<file path="config.mk">
export PLATFORM = sky130hd
export DESIGN_NAME = cwf_fill_ctrl
export DESIGN_NICKNAME = d
export VERILOG_FILES = /design/src/rtl/cwf_pkg.sv /design/src/rtl/cwf_wrap_seq.sv /design/src/rtl/cwf_fill_buf.sv /design/src/rtl/cwf_fsm.sv /design/src/rtl/cwf_fill_ctrl.sv
export SDC_FILE = /design/constraint.sdc
export NUM_CORES = 1
export LEC_CHECK = 0
export ABC_AREA = 0
export BUFFER_PORTS_ARGS = -buffer_cell sky130_fd_sc_hd__buf_2
export CAP_MARGIN = 15
export CORE_MARGIN = 2
export CORE_UTILIZATION = 51
export CTS_CLUSTER_DIAMETER = 200
export CTS_CLUSTER_SIZE = 10
export DETAILED_ROUTE_END_ITERATION = 8
export GPL_TIMING_DRIVEN = 0
export PLACE_DENSITY = 0.77
export SLEW_MARGIN = 20
export SYNTH_ARGS = -nofsm -noshare
export SYNTH_HDL_FRONTEND = slang
export SYNTH_HIERARCHICAL = 1
export SYNTH_SLANG_ARGS = --single-unit
</file>
<file path="constraint.sdc">
create_clock -name clk -period 4.87 [get_ports clk]
set_input_delay 0.2435 -clock clk [delete_from_list [all_inputs] [get_ports clk]]
set_output_delay 0.2435 -clock clk [all_outputs]
set_load 0.01 [all_outputs]
</file>
<file path="src/rtl/cwf_pkg.sv">
package cwf_pkg;
  typedef enum logic [1:0] {
    FS_IDLE = 2'd0,
    FS_REQ  = 2'd1,
    FS_FILL = 2'd2
  } fill_st_e;
endpackage

</file>
<file path="src/rtl/cwf_wrap_seq.sv">
module cwf_wrap_seq #(
  parameter int WORDS = 8,
  parameter int OFF_W = $clog2(WORDS)
) (
  input  logic             clk,
  input  logic             rst_n,
  input  logic             load,
  input  logic [OFF_W-1:0] load_word,
  input  logic             advance,
  output logic [OFF_W-1:0] start_word,
  output logic [OFF_W-1:0] word_idx,
  output logic             first_o,
  output logic             last_o
);
  logic [OFF_W-1:0] start_q;
  logic [OFF_W-1:0] beat_q;

  always_ff @(posedge clk or negedge rst_n) begin
    if (!rst_n) begin
      start_q <= '0;
      beat_q  <= '0;
    end else if (load) begin
      start_q <= load_word;
      beat_q  <= '0;
    end else if (advance) begin
      beat_q  <= beat_q + OFF_W'(1);
    end
  end

  // position = (start + beat) mod WORDS
  always_comb begin
    int s;
    s = int'(start_q) + int'(beat_q);
    if (s >= WORDS) s = s - WORDS;
    word_idx = OFF_W'(s);
  end

  assign start_word = start_q;
  assign first_o    = (beat_q == '0);
  assign last_o     = (beat_q == OFF_W'(WORDS - 1));

  // consecutive beats land on consecutive positions, wrapping
  a_r4_wrap_step: assert property (@(posedge clk) disable iff (!rst_n)
    (advance && !last_o && !load) |=>
      (word_idx == OFF_W'((int'($past(word_idx)) + 1) % WORDS)));
endmodule

</file>
<file path="src/rtl/cwf_fill_buf.sv">
module cwf_fill_buf #(
  parameter int WORDS  = 8,
  parameter int DATA_W = 32,
  parameter int OFF_W  = $clog2(WORDS)
) (
  input  logic              clk,
  input  logic              rst_n,
  input  logic              clear,
  input  logic              wr_en,
  input  logic [OFF_W-1:0]  wr_word,
  input  logic [DATA_W-1:0] wr_data,
  input  logic              rd_en,
  input  logic [OFF_W-1:0]  rd_word,
  output logic              rd_ok,
  output logic [DATA_W-1:0] rd_data
);
  logic [WORDS-1:0]  vbits;
  logic [DATA_W-1:0] data_q [WORDS];
  logic              byp;

  always_ff @(posedge clk or negedge rst_n) begin
    if (!rst_n)       vbits <= '0;
    else if (clear)   vbits <= '0;
    else if (wr_en)   vbits[wr_word] <= 1'b1;
  end

  for (genvar i = 0; i < WORDS; i++) begin : g_word
    always_ff @(posedge clk) begin
      if (wr_en && (wr_word == OFF_W'(i))) data_q[i] <= wr_data;
    end
  end

  // a word arriving this cycle is returned without waiting for storage
  assign byp     = wr_en && (wr_word == rd_word);
  assign rd_ok   = rd_en && (vbits[rd_word] || byp);
  assign rd_data = byp ? wr_data : data_q[rd_word];

  // a new fill starts with no word present
  a_r11_clear_empties: assert property (@(posedge clk) disable iff (!rst_n)
    clear |=> (vbits == '0));
endmodule

</file>
<file path="src/rtl/cwf_fsm.sv">
module cwf_fsm
  import cwf_pkg::*;
(
  input  logic     clk,
  input  logic     rst_n,
  input  logic     miss_fire,
  input  logic     req_ready,
  input  logic     beat_fire,
  input  logic     last_beat,
  output fill_st_e state_o,
  output logic     done_o
);
  fill_st_e st_q, st_d;
  logic     done_q;

  always_comb begin
    st_d = st_q;
    unique case (st_q)
      FS_IDLE: if (miss_fire) st_d = FS_REQ;
      FS_REQ:  if (req_ready) st_d = FS_FILL;
      FS_FILL: if (beat_fire && last_beat) st_d = FS_IDLE;
      default: st_d = FS_IDLE;
    endcase
  end

  always_ff @(posedge clk or negedge rst_n) begin
    if (!rst_n) begin
      st_q   <= FS_IDLE;
      done_q <= 1'b0;
    end else begin
      st_q   <= st_d;
      done_q <= (st_q == FS_FILL) && beat_fire && last_beat;
    end
  end

  assign state_o = st_q;
  assign done_o  = done_q;

  // completion is a single-cycle pulse
  a_r8_done_single: assert property (@(posedge clk) disable iff (!rst_n)
    done_q |=> !done_q);
endmodule

</file>
<file path="src/rtl/cwf_fill_ctrl.sv">
module cwf_fill_ctrl
  import cwf_pkg::*;
#(
  parameter int WORDS  = 8,
  parameter int DATA_W = 32,
  parameter int LINE_W = 26,
  localparam int OFF_W = $clog2(WORDS)
) (
  input  logic              clk,
  input  logic              rst_n,
  input  logic              miss_valid,
  output logic              miss_ready,
  input  logic [LINE_W-1:0] miss_line,
  input  logic [OFF_W-1:0]  miss_word,
  output logic              mem_req_valid,
  input  logic              mem_req_ready,
  output logic [LINE_W-1:0] mem_req_line,
  output logic [OFF_W-1:0]  mem_req_word,
  input  logic              mem_rsp_valid,
  output logic              mem_rsp_ready,
  input  logic [DATA_W-1:0] mem_rsp_data,
  output logic              crit_valid,
  output logic [DATA_W-1:0] crit_data,
  input  logic              acc_valid,
  output logic              acc_ready,
  input  logic [OFF_W-1:0]  acc_word,
  output logic [DATA_W-1:0] acc_data,
  output logic              fill_we,
  output logic [LINE_W-1:0] fill_line,
  output logic [OFF_W-1:0]  fill_word,
  output logic [DATA_W-1:0] fill_data,
  output logic              line_done
);
  fill_st_e          st;
  logic              miss_fire, beat_fire;
  logic              first_beat, last_beat;
  logic [OFF_W-1:0]  beat_word, start_word;
  logic [LINE_W-1:0] line_q;

  assign miss_ready    = (st == FS_IDLE);
  assign miss_fire     = miss_valid && miss_ready;
  assign mem_req_valid = (st == FS_REQ);
  assign mem_rsp_ready = (st == FS_FILL);
  assign beat_fire     = mem_rsp_valid && mem_rsp_ready;

  always_ff @(posedge clk or negedge rst_n) begin
    if (!rst_n)         line_q <= '0;
    else if (miss_fire) line_q <= miss_line;
  end

  cwf_fsm u_fsm (
    .clk       (clk),
    .rst_n     (rst_n),
    .miss_fire (miss_fire),
    .req_ready (mem_req_ready),
    .beat_fire (beat_fire),
    .last_beat (last_beat),
    .state_o   (st),
    .done_o    (line_done)
  );

  cwf_wrap_seq #(.WORDS(WORDS), .OFF_W(OFF_W)) u_seq (
    .clk        (clk),
    .rst_n      (rst_n),
    .load       (miss_fire),
    .load_word  (miss_word),
    .advance    (beat_fire),
    .start_word (start_word),
    .word_idx   (beat_word),
    .first_o    (first_beat),
    .last_o     (last_beat)
  );

  cwf_fill_buf #(.WORDS(WORDS), .DATA_W(DATA_W), .OFF_W(OFF_W)) u_buf (
    .clk     (clk),
    .rst_n   (rst_n),
    .clear   (miss_fire),
    .wr_en   (beat_fire),
    .wr_word (beat_word),
    .wr_data (mem_rsp_data),
    .rd_en   (acc_valid && (st != FS_IDLE)),
    .rd_word (acc_word),
    .rd_ok   (acc_ready),
    .rd_data (acc_data)
  );

  assign mem_req_line = line_q;
  assign mem_req_word = start_word;
  assign fill_we      = beat_fire;
  assign fill_line    = line_q;
  assign fill_word    = beat_word;
  assign fill_data    = mem_rsp_data;
  assign crit_valid   = beat_fire && first_beat;
  assign crit_data    = mem_rsp_data;

  // a pending request holds its payload
  a_r2_req_hold: assert property (@(posedge clk) disable iff (!rst_n)
    (mem_req_valid && !mem_req_ready) |=>
      (mem_req_valid && $stable(mem_req_word) && $stable(mem_req_line)));
  // the forwarded word is the requested one
  a_r5_crit_position: assert property (@(posedge clk) disable iff (!rst_n)
    crit_valid |-> (fill_word == mem_req_word));
  // completion follows a write
  a_r8_done_after_write: assert property (@(posedge clk) disable iff (!rst_n)
    line_done |-> ($past(fill_we) && miss_ready));
  // no access served while idle
  a_r10_idle_no_acc: assert property (@(posedge clk) disable iff (!rst_n)
    acc_ready |-> !miss_ready);
endmodule

</file>
Word level (Yosys, flattened, before mapping)
Memories as Yosys holds them, arrays and structs flattened.
Cells that the tools add are included.
Widths: inputs -> output; s select.

word-level totals
  flip-flop bits (word level) = 43
  bits in writable memories = 256
  input port bits = 70
  output and inout bits = 161
  word-level logic and storage cells = 112
  memories = 1

operators by class
  add/sub/neg operators = 3
  magnitude comparators = 4
  equality and inequality tests = 14
  mux-type cells = 51
  bitwise logic cells = 1
  reduce and logical (&&, ||, !) cells = 32

memories
  name          depth  bits a word  rd ports  clocked after memory_dff  write ports  line                RTL
  u_buf.data_q  8      32           1         0                         1            cwf_fill_buf.sv:18  logic [DATA_W-1:0] data_q [WORDS];

operators with widths
  kind                 count
  $mux 32              8
  $reduce_or 32->1     7
  $mux 3               10
  $mux 1               25
  $logic_and 1x1->1    18
  $mux 8               2
  $eq 3x3->1 const B   5
  $lt 3x4->1 const B   2
  $or 8x8->8           1
  $eq 3x2->1 const B   2
  $logic_not 3->1      2
  $mux 2               3
  $ne 2x1->1 const B   3
  $pmux 2 s3           1
  $add 3x3->4          1
  $ge 4x4->1 const B   1
  $reduce_bool 2->1    2
  $add 3x1->3 const B  1
  $bmux 1 s3           1
  $demux 1 s3          1
  $eq 3x1->1 const B   1
  $eq 3x3->1           1
  $ge 3x1->1 const B   1
  $reduce_and 3->1     1
  5 further kinds      5

Longest topological paths before layout
Gate-level depths: netlist of the first run.

  word-level depth = 15
  depth in mapped cells = 10
  gate-level depth less buffers = 8

By module
Netlist of the first run, hierarchy kept.

modules (own cells, without submodules)
  module         instances  cells each  area each (um2)  seq. area each (um2)
  cwf_fill_buf   1          448         10620.2          7887.6
  cwf_fill_ctrl  1          152         1794.2           650.6
  cwf_wrap_seq   1          29          335.3            150.1
  cwf_fsm        1          10          130.1            75.1

Least setup slack after synthesis of the first run
No wires, ideal clock.

  path type = register to register
  start point = register u_seq.start_q[0] (netlist: u_seq/start_word[0])
  end point = memory u_buf.data_q[0][0], enable pin
  setup time = 517 ps
  arrival time = 4943 ps
  data required time = 4353 ps
  setup slack = -590 ps
  cell stages (with the launch flop) = 8
  path buffers = 1
  period minus slack after synthesis = 5460 ps
  path through = dfrtp_1 > ha_1 > inv_1 > fa_1 > xor2_1 > xnor2_1 > clkbuf_1 > nor4b_1

between the ends
  longest elaborated chain between the ends = 15

ends and longest elaborated chain
  item                                                                    line                 RTL
  from (decl)                                                             cwf_wrap_seq.sv:15   logic [OFF_W-1:0] start_q;
  from (signal assigned)                                                  cwf_wrap_seq.sv:23   start_q <= load_word;
  $add 3x3->4 *                                                           cwf_wrap_seq.sv:33   s = int'(start_q) + int'(beat_q);
  $ge 4x4->1 / $sub 3x1->3 (equally long branches)                        cwf_wrap_seq.sv:34   if (s >= WORDS) s = s - WORDS;
  $mux 3 *                                                                cwf_wrap_seq.sv:34
  via fill_word[2]                                                        cwf_fill_ctrl.sv:30  output logic [OFF_W-1:0] fill_word,
  $eq 3x1->1                                                              cwf_fill_buf.sv:29   if (wr_en && (wr_word == OFF_W'(i))) data_q[i] <= wr_data;
  $logic_and 1x1->1                                                       cwf_fill_buf.sv:29
  $mux 1                                                                  cwf_fill_buf.sv:29
  $mux 1 (implied by the code)                                            cwf_fill_buf.sv:29
  $reduce_or 32->1 (no source line)                                       --
  $mux 3 (no source line) / $mux 1 (equally long branches) (7 in series)  --
  to (decl)                                                               cwf_fill_buf.sv:18

The timed path passes the listed nets; every way through them passes the cells marked *.

Final worst setup path of the first run
  start point = register u_seq.beat_q[0]
  end point = output acc_data[20]

between the ends
  longest elaborated chain between the ends = 6

ends and longest elaborated chain
  item                                              line                 RTL
  from (decl)                                       cwf_wrap_seq.sv:16   logic [OFF_W-1:0] beat_q;
  from (signal assigned)                            cwf_wrap_seq.sv:26   beat_q <= beat_q + OFF_W'(1);
  $add 3x3->4 *                                     cwf_wrap_seq.sv:33
  $ge 4x4->1 / $sub 3x1->3 (equally long branches)  cwf_wrap_seq.sv:34
  $mux 3 *                                          cwf_wrap_seq.sv:34
  $eq 3x3->1 *                                      cwf_fill_buf.sv:34   assign byp = wr_en && (wr_word == rd_word);
  $logic_and 1x1->1 *                               cwf_fill_buf.sv:34
  $mux 32 *                                         cwf_fill_buf.sv:36   assign rd_data = byp ? wr_data : data_q[rd_word];
  to (decl)                                         cwf_fill_ctrl.sv:27  output logic [DATA_W-1:0] acc_data,

Mark *: on every way between the ends. The rest lies on a longest branch, timed or not.

==> flow_metrics.env, run 1 <==
export IMPL_status="finished, final reports clean"
export IMPL_min_from="miss_line[4]"
export IMPL_firstDrtPassIters=6
export IMPL_antenna_found_initial=0
export IMPL_cp_start_kind="flop"
export IMPL_maxCapViolCount=0
export IMPL_syn_num_nets=714
export IMPL_viasPerCell=5.28
export IMPL_synth_top_area_cell="edfxtp_1"
export IMPL_wire_per_inst_um=20.7
export IMPL_syn_mean_instance_area_um2=20.2
export IMPL_final_util=0.644
export IMPL_ctsHoldBuffers=30
export IMPL_grt_pass1_vias=6861
export IMPL_hold_viol=0
export IMPL_num_io_pins=231
export IMPL_ctsLongestPathBuffers=3
export IMPL_end_kind="output port"
export IMPL_portBuffers=227
export IMPL_power_leakage_nw=6.33
export IMPL_drtAntennaViolNets=0
export IMPL_ys_types=41
export IMPL_clock_skew_ns=0.0149
export IMPL_design_core_area_um2=25000
export IMPL_final_common_cell="edfxtp_1"
export IMPL_fill_cells=1733
export IMPL_drv_slew=0
export IMPL_reg2reg_depth=11
export IMPL_start_util=0.516
export IMPL_synth_top_area_frac=0.597
export IMPL_layout_drive_gt1_share=0.576
export IMPL_max_freq_mhz=255
export IMPL_vdd_drop_max_v=0.000366
export IMPL_die_w_um=163
export IMPL_setup_viol=0
export IMPL_grt_max_degree=44
export IMPL_netlist_area_um2=12900
export IMPL_area_growth_pct=24.9
export IMPL_cts_made_buffers=35
export IMPL_rows=58
export IMPL_rsz0062_at_grt="false"
export IMPL_final_net_count=1034
export IMPL_num_vias=6866
export IMPL_r2r_slack_ns=1.35
export IMPL_p_per_area_nw_per_um2=463
export IMPL_min_to="fill_line[4]"
export IMPL_final_cell_mix="edfxtp_1, buf_2, buf_4, mux4_2, mux2_4"
export IMPL_insertion_delay_ns=0.51
export IMPL_post_cts_buffers=0
export IMPL_worst_slew_pin_slew_ns=0.844
export IMPL_dpl_hpwl_um=17300
export IMPL_cp_required_ns=4.63
export IMPL_clk_pin_slew_ns=0.06
export IMPL_gp_congestion=0.752
export IMPL_yosys_top_cells_area="edfxtp_1, mux4_2, dfrtp_1"
export IMPL_clockRootBuffer="clkbuf_16"
export IMPL_grt_usage=0.205
export IMPL_dr_first_iter_drc_count=393
export IMPL_min_path_cells=2
export IMPL_htreeDepth=2
export IMPL_cts_tree="built"
export IMPL_finalCritPeriodShare=0.806
export IMPL_worstReg2RegStart="u_seq/beat_q[0]"
export IMPL_wl_um=26900
export IMPL_worst_ep_arrival_time_ns=3.68
export IMPL_drc=0
export IMPL_r2r_end="u_buf/data_q[4][25]"
export IMPL_cts_resized_gates=0
export IMPL_min_period_ns=3.92
export IMPL_relSlewSlack=0.437
export IMPL_grt_pass1_wl_um=40400
export IMPL_clock_sinks=299
export IMPL_crit_type="reg -> out"
export IMPL_place_ws_ns=1.29
export IMPL_yosysSeqAreaShare=0.680
export IMPL_netlist_instances=639
export IMPL_hold_class="in -> reg"
export IMPL_die_y_um=163
export IMPL_timing_final_ws_setup_ns=0.946
export IMPL_globalRoute_totalOverflow=0
export IMPL_synth_seq_cells=299
export IMPL_dieArea_um2=26500
export IMPL_cp_max_fo=10
export IMPL_synth_warnings=6
export IMPL_diodes=0
sequential cells by signal (all words and copies together), names as in the netlist:
name,flops
u_fsm/state_o,2
fill_line,26
u_buf/vbits,8
u_fsm/done_o,1
u_seq/beat_q,3
u_buf/data_q,256
u_seq/start_word,3
metal layers:
metal / vias up / GRT usage / part of all wire
met5: - / 0 / 0
met4: 0 / 0.0595 / 0.020
met3: 48 / 0.0385 / 0.062
met2: 276 / 0.338 / 0.48
met1: 3483 / 0.283 / 0.43
li1: 3059 / - / -
cell usage after synthesis:
| cell type | count |
|---|---|
| a21bo_1 | 1 |
| a21boi_1 | 1 |
| a21oi_1 | 1 |
| and2_1 | 1 |
| and2b_1 | 2 |
| and3b_2 | 1 |
| and4b_1 | 2 |
| and4b_2 | 1 |
| buf_1 | 3 |
| buf_12 | 6 |
| buf_2 | 4 |
| buf_4 | 93 |
| buf_6 | 2 |
| clkbuf_1 | 10 |
| dfrtp_1 | 43 |
| edfxtp_1 | 256 |
| fa_1 | 1 |
| ha_1 | 4 |
| inv_1 | 5 |
| mux2_2 | 43 |
| mux2_4 | 49 |
| mux2i_1 | 3 |
| mux4_1 | 9 |
| mux4_2 | 57 |
| nand2_1 | 3 |
| nand2b_1 | 2 |
| nand3b_1 | 1 |
| nand4_2 | 1 |
| nor2_1 | 15 |
| nor2b_1 | 2 |
| nor3_1 | 1 |
| nor3b_1 | 1 |
| nor3b_2 | 1 |
| nor4b_1 | 1 |
| nor4bb_1 | 2 |
| o21ai_0 | 1 |
| o21ai_2 | 1 |
| o21ba_1 | 2 |
| o21ba_2 | 1 |
| xnor2_1 | 5 |
| xor2_1 | 1 |
where the power goes:
group	internal (mW)	switching, mW
clock network	1.34	0.921
registers	3.12	0.174
logic	0.992	0.907
final cells by class:
cell class                 instances  area [um2]  share of cell area
sequential                       299        8760               0.545
multi-input combinational        217        3250               0.202
timing repair buffer             283        1760               0.109
clock buffer                      47         942              0.0586
buffer                           118         910              0.0565
tap                              330         413              0.0257
clock inverter                     2        25.0             0.00156
inverter                           5        18.8             0.00117
critical path, cell delays in order (launching register included):
cell and delay [ns]:
dfrtp_1 0.41, ha_1 0.17, inv_1 0.04, fa_1 0.37, xor2_1 0.16, xnor2_1 0.20, clkbuf_1 0.50, xnor2_1 0.21
nand4_2 0.31, buf_4 0.33, mux2_4 0.32, buf_2 0.14
worst max-delay path by stage:
stage	from	to	slack [ns]	depth (start not counted)
floorplan	u_seq/start_word[0]	u_buf/data_q[1][0]	-0.37	7
global placement	u_seq/beat_q[0]	u_buf/data_q[1][12]	-3.77	7
detailed placement	u_seq/beat_q[0]	u_buf/data_q[4][25]	1.29	11
CTS	u_seq/beat_q[0]	acc_data[11]	0.86	11
global route	u_seq/beat_q[0]	acc_data[11]	0.67	11
finish	u_seq/beat_q[0]	acc_data[20]	0.95	11
through the flow:
step,hold slack [ns],cells,TNS [ns],cell area (um2),power (mW)
final,0.0108,1301,0,16100,7.45
after global routing,0.00658,1301,0,16100,7.78
after CTS,0.00792,1300,0,16100,7.51
after detailed placement,0.444,1221,0,14800,5.21
after floorplan,-0.0521,639,-24.13,12900,4.47
after global placement,0.440,1196,-407.33,14400,5.09
cells by family (layout without fill, tap and decap cells):
kind of cell	Yosys count	count (layout)	share of synthesized area
flops	299	299	0.680
mux	161	161	0.215
buf+inv	123	455	0.0721
simple gates	37	37	0.0178
compound gates	8	8	0.00515
xor+xnor	6	6	0.00408
fa+ha+maj	5	5	0.00544
(Power assumes the default switching activity.)
==> run 2: changes to the inputs <==
- clock period: 4.87 -> 3.3 ns (I/O delays scaled with it)
==> run 2 against run 1 <==
Compared with the run above:
- global-route usage is 0.24 points higher
- via count is 1.5% higher
- largest cell class unchanged
- clock power is 44% higher
- wire length is 2.5% higher
- first-iteration DRC count is 9.2% higher
- highest routed layer unchanged
- setup slack worse by 0.77 ns
- total power is 50% higher
- die area stayed put
- sequential share of layout area is 1.1 points lower
- non-clock buffer count is 27 higher
==> flow_metrics.env, run 2 (synthesized netlist as in run 1, its figures left out) <==
export IMPL_die_y_um=163
export IMPL_clock_skew_ns=0.0104
export IMPL_cts_tree="built"
export IMPL_final_cell_mix="edfxtp_1, buf_2, buf_4, mux4_2"
export IMPL_power_leakage_nw=6.48
export IMPL_globalRoute_totalOverflow=0
export IMPL_min_from="mem_rsp_data[3]"
export IMPL_drv_slew=0
export IMPL_largest_register_ffs=256
export IMPL_clock_sinks=299
export IMPL_dp_cells=1217
export IMPL_grt_pass1_vias=6996
export IMPL_viasPerCell=5.25
export IMPL_worst_slew_pin_slew_ns=0.929
export IMPL_vdd_drop_max_v=0.000524
export IMPL_hold_viol=0
export IMPL_relSlewSlack=0.380
export IMPL_final_common_cell="edfxtp_1"
export IMPL_wl_um=27600
export IMPL_end_kind="output port"
export IMPL_cts_made_buffers=35
export IMPL_crit_type="reg -> out"
export IMPL_grt_pass1_wl_um=40700
export IMPL_place_ws_ns=-0.108
export IMPL_p_per_area_nw_per_um2=682
export IMPL_finalCritPeriodShare=0.947
export IMPL_worstReg2RegStart="u_seq/start_word[0]"
export IMPL_clk_pin_slew_ns=0.05
export IMPL_cp_required_ns=3.13
export IMPL_htreeDepth=2
export IMPL_area_growth_pct=27.5
export IMPL_layout_drive_gt1_share=0.575
export IMPL_startpoint="u_seq/start_word[0]"
export IMPL_ctsLongestPathBuffers=3
export IMPL_fin_cells=1327
export IMPL_final_net_count=1061
export IMPL_max_freq_mhz=320
export IMPL_timing_final_ws_setup_ns=0.175
export IMPL_rsz0062_at_grt="false"
export IMPL_drc=0
export IMPL_whs_ns=0.00772
export IMPL_clockRootBuffer="clkbuf_16"
export IMPL_cp_start_kind="flop"
export IMPL_dr_first_iter_drc_count=429
export IMPL_grt_max_degree=44
export IMPL_top_register="u_buf/data_q"
export IMPL_maxCapViolCount=0
export IMPL_gp_congestion=0.752
export IMPL_diodes=0
export IMPL_rows=58
export IMPL_cp_max_fo=10
export IMPL_num_io_pins=231
export IMPL_insertion_delay_ns=0.50
export IMPL_dpl_hpwl_um=17300
export IMPL_num_vias=6967
export IMPL_design_core_area_um2=25000
export IMPL_grt_usage=0.208
export IMPL_worst_ep_arrival_time_ns=2.96
export IMPL_setup_viol=0
export IMPL_min_period_ns=3.13
export IMPL_dieArea_um2=26500
export IMPL_die_w_um=163
export IMPL_portBuffers=227
export IMPL_status="finished, final reports clean"
export IMPL_drtAntennaViolNets=0
export IMPL_hold_class="in -> reg"
export IMPL_wire_per_inst_um=20.8
export IMPL_antenna_found_initial=0
export IMPL_start_util=0.516
export IMPL_firstDrtPassIters=6
run 2: changes by cell type in the layout (fill, tap and decap cells not counted), sizes merged:
cell	previous run	this run
clkinv	1	0
clkbuf	57	56
buf	361	370
clkinvlp	0	1
inv	6	5
dlygate4sd3	30	49
run 2: area by class of cell:
cell class              instances  area, um2
multi-input cells             217       3320
clock inverters                 1       8.76
clock buffers                  47        921
well taps                     330        413
inverters                       5       22.5
fillers                      1709       8540
flip-flops and latches        299       8760
repair buffers                311       2040
plain buffers                 117        940
run 2: report_power, final:
part	leakage [nW]	switching, mW	internal [mW]	total, mW
Combinational	3.20	1.44	1.66	3.10
Clock	0.450	1.33	1.92	3.25
Sequential	2.84	0.258	4.60	4.86
run 2: critical path, cell delays in order, from the launching register on:
cell and delay (ns):
dfrtp_1 0.35, ha_1 0.14, inv_1 0.05, fa_2 0.34, xor2_2 0.17, xnor2_2 0.17, clkbuf_8 0.18, xnor2_4 0.12
nand4_4 0.13, buf_12 0.18, buf_6 0.16, mux2_4 0.31, buf_2 0.14
run 2: what timing repair did:
item,CTS,global route
setup endpoints to repair,81,40
hold buffers,49,0
gates cloned,1,0
buffers inserted,5,8
pin swaps,2,2
hold endpoints to repair,218,0
gates resized for setup,12,6
run 2: layer usage:
layer	up-vias	routed length (um)	global-route usage
li1	3109	-	-
met1	3549	11400	0.278
met2	276	14000	0.358
met3	33	1780	0.0395
met4	0	364	0.0447
met5	-	0	0
run 2: through the flow:
step                      cell area (um2)  utilization  total power, mW  TNS, ns
final                               16400        0.658             11.2        0
after global routing                16400        0.658             11.7        0
after CTS                           16300        0.654             11.1        0
after detailed placement            14800        0.592             7.71    -3.08
after global placement              14500        0.579             7.54  -382.85
after floorplan                     12900            -             6.62   -67.81
run 2: worst paths after layout:
check | slack [ns] | depth (start not counted) | end
setup / recovery | 0.17 | 12 | acc_data[19]
hold / removal | 0.008 | 1 | u_buf/data_q[4][3]
setup reg to reg | 0.35 | 10 | u_buf/data_q[1][29]
hold reg to reg | 0.50 | 2 | u_buf/vbits[6]
max in group asynchronous | 2.37 | 2 | u_buf/vbits[5]
min in group asynchronous | 0.35 | 2 | fill_line[5]
